$ cat src/rtl/mei_snoop_pkg.sv
package mei_snoop_pkg;

    typedef enum logic [1:0] {
        ST_I = 2'b00,
        ST_E = 2'b01,
        ST_M = 2'b10
    } line_st_e;

    typedef enum logic [2:0] {
        ACT_NONE    = 3'd0,
        ACT_FLUSH   = 3'd1,
        ACT_KILL    = 3'd2,
        ACT_RD_KEEP = 3'd3,
        ACT_RD_DROP = 3'd4
    } snp_act_e;

    localparam logic [4:0] CODE_WR_FLUSH = 5'b00010;
    localparam logic [4:0] CODE_WR_KILL  = 5'b00110;
    localparam logic [4:0] CODE_READ     = 5'b01010;

endpackage

$ cat src/rtl/mei_snoop_decode.sv
module mei_snoop_decode
    import mei_snoop_pkg::*;
(
    input  logic [4:0] type_i,
    input  logic       burst_i,
    input  logic       inhibit_i,
    output snp_act_e   act_o,
    output logic       cancel_o
);

    always_comb begin
        act_o    = ACT_NONE;
        cancel_o = 1'b0;
        unique case (type_i)
            CODE_WR_FLUSH: begin
                act_o    = ACT_FLUSH;
                cancel_o = 1'b1;
            end
            CODE_WR_KILL: begin
                act_o    = ACT_KILL;
                cancel_o = 1'b1;
            end
            CODE_READ: begin
                // single-beat inhibited read keeps the copy, all else drops it
                act_o = (!burst_i && inhibit_i) ? ACT_RD_KEEP : ACT_RD_DROP;
            end
            default: begin
                act_o    = ACT_NONE;
                cancel_o = 1'b0;
            end
        endcase
    end

endmodule

$ cat src/rtl/mei_line_store.sv
module mei_line_store
    import mei_snoop_pkg::*;
#(
    parameter int LINES = 16,
    parameter int TAG_W = 23
) (
    input  logic                     clk,
    input  logic                     rst_n,
    input  logic [$clog2(LINES)-1:0] rd_idx,
    output logic [TAG_W-1:0]         rd_tag,
    output line_st_e                 rd_state,
    input  logic                     upd_en,
    input  logic [$clog2(LINES)-1:0] upd_idx,
    input  line_st_e                 upd_state,
    input  logic                     fill_en,
    input  logic [$clog2(LINES)-1:0] fill_idx,
    input  logic [TAG_W-1:0]         fill_tag,
    input  line_st_e                 fill_state
);

    typedef struct packed {
        logic     [LINES-1:0][TAG_W-1:0] tag;
        line_st_e [LINES-1:0]            st;
    } store_t;

    store_t store_d, store_q;

    always_comb begin
        store_d = store_q;
        if (fill_en) begin
            store_d.tag[fill_idx] = fill_tag;
            store_d.st[fill_idx]  = fill_state;
        end
        // a snoop update is written last and wins on a shared index
        if (upd_en) begin
            store_d.st[upd_idx] = upd_state;
        end
    end

    generate
        for (genvar g = 0; g < LINES; g++) begin : g_line
            always_ff @(posedge clk) begin
                if (!rst_n) begin
                    store_q.tag[g] <= '0;
                    store_q.st[g]  <= ST_I;
                end else begin
                    store_q.tag[g] <= store_d.tag[g];
                    store_q.st[g]  <= store_d.st[g];
                end
            end
        end
    endgenerate

    assign rd_tag   = store_q.tag[rd_idx];
    assign rd_state = store_q.st[rd_idx];

    AST_FILL_LANDS: assert property (@(posedge clk) disable iff (!rst_n)
        fill_en && !(upd_en && upd_idx == fill_idx)
        |=> store_q.st[$past(fill_idx)] == $past(fill_state)
            && store_q.tag[$past(fill_idx)] == $past(fill_tag));

    AST_UPD_LANDS: assert property (@(posedge clk) disable iff (!rst_n)
        upd_en |=> store_q.st[$past(upd_idx)] == $past(upd_state));

endmodule

$ cat src/rtl/mei_rsv_reg.sv
module mei_rsv_reg #(
    parameter int BLK_W = 27
) (
    input  logic             clk,
    input  logic             rst_n,
    input  logic             set_en,
    input  logic [BLK_W-1:0] set_blk,
    input  logic             cancel_en,
    input  logic [BLK_W-1:0] cancel_blk,
    output logic             valid_o
);

    typedef struct packed {
        logic             valid;
        logic [BLK_W-1:0] blk;
    } rsv_t;

    rsv_t rsv_d, rsv_q;

    always_comb begin
        rsv_d = rsv_q;
        if (set_en) begin
            rsv_d.blk   = set_blk;
            rsv_d.valid = !(cancel_en && cancel_blk == set_blk);
        end else if (cancel_en && rsv_q.valid && cancel_blk == rsv_q.blk) begin
            rsv_d.valid = 1'b0;
        end
    end

    always_ff @(posedge clk) begin
        if (!rst_n) begin
            rsv_q <= '0;
        end else begin
            rsv_q <= rsv_d;
        end
    end

    assign valid_o = rsv_q.valid;

    AST_SET_TAKES: assert property (@(posedge clk) disable iff (!rst_n)
        set_en && !(cancel_en && cancel_blk == set_blk) |=> valid_o);

    AST_CANCEL_WINS: assert property (@(posedge clk) disable iff (!rst_n)
        set_en && cancel_en && cancel_blk == set_blk |=> !valid_o);

    AST_CANCEL_CLEARS: assert property (@(posedge clk) disable iff (!rst_n)
        !set_en && cancel_en && valid_o && cancel_blk == rsv_q.blk |=> !valid_o);

    AST_HOLD_QUIET: assert property (@(posedge clk) disable iff (!rst_n)
        !set_en && !cancel_en |=> $stable(valid_o));

endmodule

$ cat src/rtl/mei_snoop_ctrl.sv
module mei_snoop_ctrl
    import mei_snoop_pkg::*;
#(
    parameter int ADDR_W    = 32,
    parameter int LINES     = 16,
    parameter int BLK_BYTES = 32
) (
    input  logic                     clk,
    input  logic                     rst_n,
    input  logic                     snp_valid,
    input  logic [4:0]               snp_type,
    input  logic [ADDR_W-1:0]        snp_addr,
    input  logic                     snp_burst,
    input  logic                     snp_inhibit,
    input  logic                     fill_valid,
    input  logic [ADDR_W-1:0]        fill_addr,
    input  logic [1:0]               fill_state,
    input  logic                     rsv_set,
    input  logic [ADDR_W-1:0]        rsv_addr,
    output logic                     retry_o,
    output logic                     push_o,
    output logic [$clog2(LINES)-1:0] push_idx_o,
    output logic                     upd_valid_o,
    output logic [1:0]               upd_state_o,
    output logic                     rsv_valid_o
);

    localparam int OFF_W = $clog2(BLK_BYTES);
    localparam int IDX_W = $clog2(LINES);
    localparam int TAG_W = ADDR_W - OFF_W - IDX_W;
    localparam int BLK_W = ADDR_W - OFF_W;

    typedef struct packed {
        logic             retry;
        logic             push;
        logic [IDX_W-1:0] idx;
        logic             upd_valid;
        line_st_e         upd_state;
    } resp_t;

    snp_act_e         act;
    logic             cancel;
    logic [TAG_W-1:0] rd_tag;
    line_st_e         rd_state;
    logic [IDX_W-1:0] snp_idx;
    logic [TAG_W-1:0] snp_tag;
    logic             hit;
    logic             wr_en;
    line_st_e         wr_state;
    resp_t            resp_d, resp_q;

    assign snp_idx = snp_addr[OFF_W +: IDX_W];
    assign snp_tag = snp_addr[ADDR_W-1 -: TAG_W];

    mei_snoop_decode u_decode (
        .type_i    (snp_type),
        .burst_i   (snp_burst),
        .inhibit_i (snp_inhibit),
        .act_o     (act),
        .cancel_o  (cancel)
    );

    mei_line_store #(
        .LINES (LINES),
        .TAG_W (TAG_W)
    ) u_store (
        .clk        (clk),
        .rst_n      (rst_n),
        .rd_idx     (snp_idx),
        .rd_tag     (rd_tag),
        .rd_state   (rd_state),
        .upd_en     (wr_en),
        .upd_idx    (snp_idx),
        .upd_state  (wr_state),
        .fill_en    (fill_valid),
        .fill_idx   (fill_addr[OFF_W +: IDX_W]),
        .fill_tag   (fill_addr[ADDR_W-1 -: TAG_W]),
        .fill_state (line_st_e'(fill_state))
    );

    mei_rsv_reg #(
        .BLK_W (BLK_W)
    ) u_rsv (
        .clk        (clk),
        .rst_n      (rst_n),
        .set_en     (rsv_set),
        .set_blk    (rsv_addr[ADDR_W-1:OFF_W]),
        .cancel_en  (snp_valid && cancel),
        .cancel_blk (snp_addr[ADDR_W-1:OFF_W]),
        .valid_o    (rsv_valid_o)
    );

    assign hit = (rd_state != ST_I) && (rd_tag == snp_tag);

    always_comb begin
        resp_d   = '0;
        wr_en    = 1'b0;
        wr_state = rd_state;
        if (snp_valid) begin
            resp_d.upd_valid = 1'b1;
            resp_d.idx       = snp_idx;
            if (hit) begin
                wr_en = 1'b1;
                unique case (act)
                    ACT_FLUSH, ACT_RD_DROP: begin
                        wr_state     = ST_I;
                        resp_d.retry = (rd_state == ST_M);
                        resp_d.push  = (rd_state == ST_M);
                    end
                    ACT_KILL: begin
                        wr_state = ST_I;
                    end
                    ACT_RD_KEEP: begin
                        wr_state     = ST_E;
                        resp_d.retry = (rd_state == ST_M);
                        resp_d.push  = (rd_state == ST_M);
                    end
                    default: begin
                        wr_state = rd_state;
                    end
                endcase
                resp_d.upd_state = wr_state;
            end else begin
                resp_d.upd_state = ST_I;
            end
        end
    end

    always_ff @(posedge clk) begin
        if (!rst_n) begin
            resp_q <= '0;
        end else begin
            resp_q <= resp_d;
        end
    end

    assign retry_o     = resp_q.retry;
    assign push_o      = resp_q.push;
    assign push_idx_o  = resp_q.idx;
    assign upd_valid_o = resp_q.upd_valid;
    assign upd_state_o = resp_q.upd_state;

    AST_QUIET_NO_STROBE: assert property (@(posedge clk) disable iff (!rst_n)
        !snp_valid |=> !retry_o && !push_o && !upd_valid_o);

    AST_PUSH_WITH_RETRY: assert property (@(posedge clk) disable iff (!rst_n)
        push_o |-> retry_o);

    AST_PUSH_NOT_DIRTY: assert property (@(posedge clk) disable iff (!rst_n)
        push_o |-> upd_state_o != ST_M);

    AST_NOP_QUIET: assert property (@(posedge clk) disable iff (!rst_n)
        snp_valid && act == ACT_NONE |=> !retry_o && !push_o);

    AST_KILL_NO_RETRY: assert property (@(posedge clk) disable iff (!rst_n)
        snp_valid && act == ACT_KILL |=> !retry_o && upd_state_o == ST_I);

    AST_MISS_QUIET: assert property (@(posedge clk) disable iff (!rst_n)
        snp_valid && !hit |=> !retry_o && upd_state_o == ST_I);

endmodule

$ cat config.mk
export PLATFORM = sky130hd
export DESIGN_NAME = mei_snoop_ctrl
export DESIGN_NICKNAME = d
export VERILOG_FILES = /design/src/rtl/mei_snoop_pkg.sv /design/src/rtl/mei_snoop_decode.sv /design/src/rtl/mei_line_store.sv /design/src/rtl/mei_rsv_reg.sv /design/src/rtl/mei_snoop_ctrl.sv
export SDC_FILE = /design/constraint.sdc
export NUM_CORES = 1
export LEC_CHECK = 0
export ABC_AREA = 1
export BUFFER_PORTS_ARGS = -buffer_cell sky130_fd_sc_hd__buf_2
export CAP_MARGIN = 30
export CORE_MARGIN = 3
export CORE_UTILIZATION = 45
export CTS_BUF_LIST = sky130_fd_sc_hd__clkbuf_16
export CTS_CLUSTER_DIAMETER = 50
export DETAILED_ROUTE_END_ITERATION = 6
export SYNTH_ARGS = -nofsm -noshare
export SYNTH_HDL_FRONTEND = slang
export SYNTH_SLANG_ARGS = --single-unit
$ cat constraint.sdc
create_clock -name clk -period 2.18 [get_ports clk]
set_input_delay 0.327 -clock clk [delete_from_list [all_inputs] [get_ports clk]]
set_output_delay 0.327 -clock clk [all_outputs]
set_load 0.01 [all_outputs]
-- Yosys cells after proc, flatten, opt, wreduce, memory -nomap -nowiden
Cells that the tools add are included.
- $mul: 0
- divide/modulo/power cells: 0
- multiplexer cells: 27
- add/subtract/negate cells: 0
- magnitude comparators: 4
- equality and inequality tests: 11
- shifts and indexed selects: 0
- bitwise gates (word level): 0
- reduce and logical (&&, ||, !) cells: 18
- operator list (operator ; count):
    bitwise mux 368 bit ; 1
    binary-select mux 23 bit (select 4 bit) ; 1
    demux 23 bit (select 4 bit) ; 1
    bitwise mux 32 bit ; 2
    2-to-1 mux 32 bit ; 2
    == test 27 bit ; 2
    2-to-1 mux 23 bit ; 2
    == test 23 bit ; 1
    demux 2 bit (select 4 bit) ; 2
    2-to-1 mux 2 bit ; 6
    < comparator 4 x 5 -> 1 bit, second input constant ; 2
    one-hot mux 3 bit (3 select lines) ; 1
    binary-select mux 2 bit (select 4 bit) ; 1
    >= comparator 4 x 1 -> 1 bit, second input constant ; 2
    logical AND 1 bit ; 8
    == test 3 x 2 -> 1 bit, second input constant ; 2
    2-to-1 mux 3 bit ; 2
    OR reduction 3 bit ; 2
    == test 5 x 2 -> 1 bit, second input constant ; 1
    == test 5 x 3 -> 1 bit, second input constant ; 1
    == test 5 x 4 -> 1 bit, second input constant ; 1
    2-to-1 mux 1 bit ; 5
    one-hot mux 2 bit (2 select lines) ; 1
    AND reduction 4 bit ; 1
    8 further kinds ; 10
- output and inout port bits: 10
- bits in writable memories: 0
- memories kept: 0
- bits in latches: 0
- memory bits (read-only): 0
- input port bits: 110
- register bits after elaboration: 436

-- Logic depth before layout (Yosys ltp)
Gate-level depths: netlist of run 1.
- word-level depth: 11
- gate-level depth with buffers: 23
- depth with buffers taken out: 19

-- Hierarchy
Synthesis of run 1 repeated with hierarchy kept, for this count alone.
- cells, all modules: 3339
- area total of the unflattened synthesis: 21254.1 um^2
- by module, submodules not included (module ; cells each ; instances ; area an instance (um^2)):
    mei_line_store ; 2839 ; 1 ; 18514.0
    mei_rsv_reg ; 326 ; 1 ; 1878.1
    mei_snoop_ctrl ; 157 ; 1 ; 779.5
    mei_snoop_decode ; 17 ; 1 ; 82.6

-- Worst setup path before layout of run 1
No wires, ideal clock.
- kind: in2reg
- start: input port snp_addr[5]
- end: register u_store.store_q[24] in the netlist's numbering
- setup time: 115 ps
- stages on the path: 16
- data required time: 2065 ps
- path buffers: 4
- arrival time: 2110 ps
- setup slack: -46 ps
- cells stage by stage: buf_4 > buf_6 > buf_2 > nand2_1 > nand2_1 > nand2_1 > nand2_1 > nand2_1 > nand2_1 > nor2_1 > nor2_1 > a41oi_1 > buf_2 > nand4_1 > nand2_1 > nor2_1
- longest elaborated chain between the ends: 8
- elaborated cells between the ends (all ways): 19
- RTL lines (element ; RTL line ; source):
    start: declaration ; mei_snoop_ctrl.sv:12 ; input logic [ADDR_W-1:0] snp_addr,
    binary-select mux 23 bit (select 4 bit) or binary-select mux 2 bit (select 4 bit) (tied branches) ; mei_line_store.sv:54, mei_line_store.sv:55 ;
    2-to-1 mux 23 bit (not written as such) or 2-to-1 mux 2 bit (tied branches) ; mei_line_store.sv:54, mei_line_store.sv:55 ;
    == test 23 bit or nonzero test 2 bit (tied branches) ; mei_snoop_ctrl.sv:93 ; assign hit = (rd_state != ST_I) && (rd_tag == snp_tag);
    logical AND 1 bit ; mei_snoop_ctrl.sv:93 ;
    2-to-1 mux 2 bit ; mei_snoop_ctrl.sv:102 ; if (hit) begin
    2-to-1 mux 2 bit ; mei_snoop_ctrl.sv:99 ; if (snp_valid) begin
    bitwise mux 32 bit ; mei_line_store.sv:36 ; store_d.st[upd_idx] = upd_state;
    2-to-1 mux 32 bit * ; mei_line_store.sv:35 ; if (upd_en) begin
    end: declaration ; mei_line_store.sv:26 ; store_t store_d, store_q;
Every way passes the cells marked *; elsewhere a longest branch is shown, timed or not. The select of a mux whose other input is x is not followed.
A chain may end at the register's enable or synchronous reset.

-- Worst setup path after layout of run 1
- start: register u_store.store_q[309] in the netlist's numbering
- end: register resp_q, in the netlist push_o
- longest elaborated chain between the ends: 5
- RTL lines (element ; RTL line ; source):
    binary-select mux 23 bit (select 4 bit) ; mei_line_store.sv:54 ; assign rd_tag = store_q.tag[rd_idx];
    2-to-1 mux 23 bit (not written as such) ; mei_line_store.sv:54 ;
    == test 23 bit ; mei_snoop_ctrl.sv:93 ;
    logical AND 1 bit ; mei_snoop_ctrl.sv:93 ;
    AND reduction 4 bit (no source line) ; -- ;
    end signal: assignment ; mei_snoop_ctrl.sv:133 ; resp_q <= resp_d;
    end: declaration ; mei_snoop_ctrl.sv:50 ; resp_t resp_d, resp_q;
No other way between the ends. The select of a mux whose other input is x is not followed.

==> impl_results.md, run 1 <==
* Outcome: complete, but fails checks
* Violated checks: setup timing
* Post-synthesis adder-cell area fraction at 0%
* Syn-to-layout area delta at 20.97%
* Root Driver: clkbuf_16
* Post-Route Skew at about 0.025 ns
* Yosys reg bits at approximately 440
* Critical Path Most Common Cell: nand2_1
* Initial Util at a little under half
* Xor/xnor share of the synthesized area at around 1.3%
* CTS tree: yes
* Top cells by count, synth: nand2_1, nor2_1, o21ai_0
* Die Wd at roughly 220 um
* Mean Syn Cell Area at around 6.3 um2
* Clock transition at path regs at roughly 0.060 ns
* VDD IR max at 671.9 uV
* Min Tclk post-route at 2.248 ns
* Final Instance Area at ~0.025 mm2
* Initial antenna violation count at 5
* EDFF count, synth at 0
* Via density at ~5.5
* Nets at about 3,600
* Total grt overflow at 0
* Residual DRC at 0
* Top FF cell, synth: dfxtp_1
* Hold Path Depth at 3
* Max-slew headroom at between 50% and 60%
* PwrDens at ~750 mW/mm2
* RD Place Congestion at 0.9251
* Synth warnings at 0
* Synth Instances at approximately 3,300
* Post-synthesis mux area share at 0%
* CP max stage delay at 0.31 ns
* Simple-gate share of the synthesized area at 34.63%
* RSZ-0062 raised after global routing: true
* Core area at between 0.04 and 0.05 mm2
* Hold Crit Class: in2reg
* Total Routing Usage GR at about a third
* Setup-failing EPs final at 28
* Die height at between 200 and 250 um
* Synth top area cells: dfxtp_1, nand2_1, nor2_1
* WL/cell at roughly 20 um
* Top-area cell type share of the netlist area at 41.61%
* Slew Limit Fails at 0
* Final period util at 103.1%
* Register area at around 0.0087 mm2
* Slowest CP cell: dfxtp_1
* Compound-Gate Fraction of Synth Area at approximately 15%
* Cells on worst reg2reg path at 16
* Tightest Pin Transition at between 0.6 and 0.7 ns
* Maximum clock path buffer count at 3
* Post-synth top area cell: dfxtp_1
* Final HPWL DP at approximately 53,000 um
* Crit-path cells: inv_1 -> o21ai_1 -> nand2_1 -> nand2_1 -> nand2_1 -> nand2_1 -> o21ai_1 -> nand2_1 -> nand2_1 -> nor2_4 -> nand2_2 -> nor2_4 -> buf_12 -> nand3_1 -> or2_1 -> nor2_1
* Std-Cell Rows at just under 80
* Hold Vio Cnt, Final at 0
* Critical Path Fanout Max at 9
* Arr. time, crit path at about 2.8 ns
* FFs w/ async S/R, synth at 0%
* DR pass1 iterations at 5
* Inserted Clock Buffers at 53
* Top Ports at 120
* Vias post-DR at approximately 22,000
* Post-synthesis sequential area ratio at about two fifths
* Largest net degree at the start of global routing at 96
* Critical Path RT at 2.71 ns
* Total leakage power at 0.01136 uW
* Die ar. at about 0.049 mm2
* 1st-iter DRT viols at between 2,000 and 2,500
* Clock sinks at ~440
* I/O Buffers at between 100 and 150
* Layout cells sized above 1 at between 10% and 20%
* Largest family of logic cells by synthesized area: simple AND/OR/NAND/NOR gates
* Area of the multi-input gates at roughly 0.011 mm2
* CP endpoint kind: register
* Mapped Area at around 0.021 mm2
* Fmax at between 400 and 500 MHz
* Syn nets at between 3,000 and 4,000
* First-pass GRT wire length at 123,300 um
* Setup CP Type: reg2reg
* Clk_lat worst skew at about 0.62 ns
* Startpoint Class: register
* Post-Place Cells at a little under 4,000
* Placed instance area at around 0.023 mm2
* Post-DRT Antenna Nets at 0
* H-tree depth at 2
* Worst setup slack after layout at -0.06808 ns
* Vias in the first global route at between 20,000 and 25,000
* Number of maximum-capacitance violations at 0
* Top-count cell post-synth: nand2_1
* Synth cell types at 36
* Non-Filler Instances at 4,102
* Fillers at about 4,500
* Routed Wire Length at 82,070 um
registers in the layout, indices dropped and copies added, names as in the netlist:
register and count:
u_store.store_q 400, u_rsv.valid_o 1, push_o 1, push_idx_o 4, upd_valid_o 1, u_rsv.rsv_q 27
upd_state_o 2
power by group:
| part | total (uW) | switching [uW] | internal [uW] |
|---|---|---|---|
| combinational | 1900 | 1250 | 642 |
| clock | 8890 | 3630 | 5260 |
| sequential | 8270 | 100 | 8170 |
| total | 19100 | 4990 | 14100 |
final timing paths:
path / end / slack [ns] / start
worst max-delay path: push_o$_SDFF_PN0_ / -0.07 / u_store.store_q[309]$_SDFFE_PN0P_
worst min-delay path: u_rsv.rsv_q[8]$_SDFFE_PN0P_ / 0.02 / rsv_addr[13]
worst max register to register: push_o$_SDFF_PN0_ / -0.07 / u_store.store_q[309]$_SDFFE_PN0P_
worst min register to register: u_store.store_q[316]$_SDFFE_PN0P_ / 0.45 / u_store.store_q[316]$_SDFFE_PN0P_
through the flow:
step / utilization, % / setup slack [ns] / setup TNS (ns) / hold WS, ns / power [uW]
finish: 55.56 / -0.06808 / -0.7685 / 0.01962 / 19060
global route: 55.55 / -0.1543 / -3.864 / 0.01993 / 19650
CTS: 55.00 / 0.001492 / 0 / 0.002424 / 19110
detailed placement: 50.66 / -0.7365 / -23.94 / 0.4369 / 10250
global placement: 50.66 / -0.7564 / -24.16 / 0.4301 / 10230
floorplan: - / -0.002625 / -0.01837 / 0.4237 / 9398
layout by cell type, fill, tap and decap left out, types with 48 or more instances in the layout:
cell type and n:
a21oi_1 76, buf_2 102, buf_4 130, clkbuf_16 59, dfxtp_1 434, inv_1 145, nand2_1 955, nand3_1 48
nor2_1 773, o21ai_0 458
cell type report:
cell class                      instances  area share (%)
Tap cell                              600           2.958
Timing Repair Buffer                  305           10.74
Clock buffer                           55           5.423
Sequential cell                       436           34.40
Inverter                              143           2.130
Clock inverter                         42           1.400
Multi-Input combinational cell       2518           42.92
Antenna cell                            3         0.02958
per-layer routing:
layer	global-route usage, %	up-vias	part of all wire, %	routed length [um]
met2	51.99	925	45	37120
met1	43.23	10490	43	35140
li1	-	10800	-	-
met3	5.124	163	8.3	6826
met4	11.17	0	3.6	2975
met5	0	-	0	0
cell families (layout without fill, tap and decap cells):
logic type	Yosys count	count (layout)
compound gates	613	613
xor+xnor	30	30
buf+inv	375	545
flops	436	436
other cells	0	3
simple gates	1875	1875
critical path: cells and delay by family, from the launching register on:
kind | cells | cell delay (ns)
AO/OA/AOI/OAI | 2 | 0.24
flip-flops | 1 | 0.31
buffers and inverters | 2 | 0.23
AND/OR/NAND/NOR | 12 | 1.39
repair_timing:
action,4_1_cts,5_1_grt
gates resized for setup,12,46
endpoints found under the hold margin,20,0
pin swaps,1,10
setup endpoints to repair,35,35
hold buffers,20,0
setup buffers,1,1
cloned,0,4
No activity file was read; power rests on OpenSTA's default activity.
==> run 2: changes to the inputs <==
==> constraint.sdc (replaced) <==
create_clock -name clk -period 2.18 [get_ports clk]
set_input_delay 0.218 -clock clk [delete_from_list [all_inputs] [get_ports clk]]
set_output_delay 0.218 -clock clk [all_outputs]
set_load 0.01 [all_outputs]
==> run 2 against run 1 <==
The flow still finishes with violations (setup timing). Die area did not move. Sequential cell count did not move. First-iteration DRC count rose by 3.8%.
==> impl_results.md, run 2 (synthesized netlist as in run 1, its figures left out) <==
* CP endpoint kind: register
* Total grt overflow at 0 (unchanged)
* RSZ-0062 raised after global routing: true
* DR pass1 iterations at 5 (unchanged)
* Largest net degree at the start of global routing at 82 (-15%)
* Layout cells sized above 1 at 12.84% (+0.55 points)
* Slowest CP cell: buf_12
* WP buf/inv at 6 (+4)
* Fmax at 442.6 MHz (-0.49%)
* Die height at 221.9 um (unchanged)
* Slew Limit Fails at 0 (unchanged)
* Initial Util at 45.93% (unchanged)
* Vias in the first global route at 20,950 (+2.6%)
* Largest register FFs at 400 (unchanged)
* Nets at 3,576 (+0.25%)
* Total leakage power at 0.01145 uW (+0.79%)
* Violated checks: setup timing
* Clock sinks at 436 (unchanged)
* Routed Wire Length at 83,670 um (+2.0%)
* Core area at 0.04567 mm2 (unchanged)
* Maximum clock path buffer count at 3 (unchanged)
* H-tree depth at 2 (unchanged)
* Post-Route Skew at 0.02174 ns (-0.002982 ns)
* Vias post-DR at 22,320 (-0.26%)
* Total Routing Usage GR at 32.80% (+0.83 points)
* Hold Crit Class: in2reg
* Min Tclk post-route at 2.259 ns (+0.01114 ns)
* Final HPWL DP at 52,640 um (-0.44%)
* Max-slew headroom at 51.56% (-3.2 points)
* Post-DRT Antenna Nets at 0 (unchanged)
* Outcome: complete, but fails checks
* Setup CP Type: in2reg
* Delay-heaviest family, CP: simple AND/OR/NAND/NOR gates
* Critical Path Fanout Max at 15 (+6)
* Inserted Clock Buffers at 53 (unchanged)
* Sum Neg Setup Slack at -1.615 ns (-0.8469 ns)
* Placed instance area at 0.02302 mm2 (-0.52%)
* Tightest Pin Transition at 0.7258 ns (+0.04756 ns)
* Top Ports at 120 (unchanged)
* 1st-iter DRT viols at 2,343 (+3.8%)
* Hold Vio Cnt, Final at 0 (unchanged)
* Die ar. at 0.04925 mm2 (unchanged)
* Final Instance Area at 0.02564 mm2 (+1.0%)
* Setup-failing EPs final at 34 (+21%)
* CTS tree: yes
* Residual DRC at 0 (unchanged)
* Most common cell after layout, fill and taps aside: nand2_1
* Hold Path Depth at 3 (unchanged)
* Number of maximum-capacitance violations at 0 (unchanged)
* Cells on worst reg2reg path at 19 (+3)
* RD Place Congestion at 0.9009 (-2.6%)
* CP max stage delay at 0.20 ns (-0.11 ns)
* Initial antenna violation count at 5 (unchanged)
* Critical Path Most Common Cell: nand2_1
* Arr. time, crit path at 2.79 ns (about the same)
* First-pass GRT wire length at 126,500 um (+2.5%)
* Commonest cells after routing, fill and taps aside: nand2_1, nor2_1, o21ai_0
* Clock transition at path regs at 0.05 ns (about the same)
* VDD IR max at 726.8 uV (+8.2%)
* Worst setup slack after layout at -0.07922 ns (-0.01114 ns)
* Final period util at 103.6% (+0.51 points)
* Die Wd at 221.9 um (unchanged)
* Crit-path cells: buf_6 -> buf_12 -> nor2_8 -> buf_12 -> buf_4 -> nand2_1 -> nand3_2 -> nand2_2 -> nand2_2 -> nor2_4 -> nor2_2 -> nor2_2 -> nand2_1 -> nor2_1 -> nand2_1 -> nor2_4 -> buf_12 -> buf_16 -> nand3_2 -> nand2_1 -> nand2_1 -> nor2_1
* Root Driver: clkbuf_16
* WL/cell at 20.36 um (+1.8%)
* Std-Cell Rows at 78 (unchanged)
* Levels on crit path at 22 (+6)
* Critical Path RT at 2.71 ns (about the same)
* I/O Buffers at 104 (unchanged)
* Startpoint Class: primary input
* Via density at 5.431 (-0.46%)
* Syn-to-layout area delta at 22.22%
* PwrDens at 748.9 mW/mm2 (-0.30%)
* Clk_lat worst skew at 0.62 ns (about the same)
==> run 2: changes by cell type in the layout (fill, tap and decap cells not counted), sizes merged <==
cell	change
inv	+1
clkinv	-4
clkbuf	+2
buf	-5
dlygate4sd3	+12
bufinv	+1
diode	+1
==> run 2: tightest hold or removal path, cell delays in order <==
cell    delay, ns
buf_2        0.19
nor2_1       0.13
nor2_1       0.05
==> run 2: worst paths after layout <==
check,start,endpoint,slack [ns]
hold reg to reg,u_store.store_q[40]$_SDFFE_PN0P_,u_store.store_q[40]$_SDFFE_PN0P_,0.44
setup / recovery,snp_addr[5],u_store.store_q[5]$_SDFF_PN0_,-0.08
setup reg to reg,u_store.store_q[237]$_SDFFE_PN0P_,u_store.store_q[5]$_SDFF_PN0_,-0.08
hold / removal,fill_addr[18],u_store.store_q[110]$_SDFFE_PN0P_,0.03
==> run 2: repair_timing <==
action | CTS | global route
buffers inserted | 2 | 2
gates resized for setup | 14 | 69
cloned | 1 | 7
pin swaps | 8 | 40
setup endpoints to repair | 35 | 35
hold endpoints to repair | 36 | 0
hold buffers | 32 | 0
==> run 2: where the power goes <==
part	switching (uW)	internal, uW
registers	102	8170
clock network	3640	5380
logic	1260	648
==> run 2: final cells by class <==
class                           count  area (um2)
Antenna cell                        4       10.01
Clock buffer                       55        1376
Clock inverter                     40       380.4
Fill cell                        4531       20030
Inverter                          143       540.5
Multi-Input combinational cell   2518       11000
Sequential cell                   436        8733
Tap cell                          600       750.7
Timing Repair Buffer              314        2850
==> run 2: stage by stage <==
step / utilization, % / hold WS, ns / cells / power [uW] / worst slack, ns
2_1_floorplan: - / 0.3502 / 3329 / 9396 / 0.06339
3_3_place_gp: 50.40 / 0.4302 / 3967 / 10220 / -0.8585
3_5_place_dp: 50.40 / 0.4341 / 3967 / 10250 / -0.8446
4_1_cts: 55.19 / 0.002260 / 4097 / 19240 / -0.02268
5_1_grt: 56.11 / 0.01336 / 4106 / 19800 / -0.1963
6_report: 56.14 / 0.02511 / 4110 / 19200 / -0.07922
==> run 2: metal layers <==
metal | vias up | track usage, % | share of wire (%)
li1 | 10810 | - | -
met1 | 10340 | 43.30 | 42
met2 | 959 | 53.09 | 45
met3 | 214 | 5.640 | 8.4
met4 | 0 | 14.04 | 4.6
met5 | - | 0 | 0
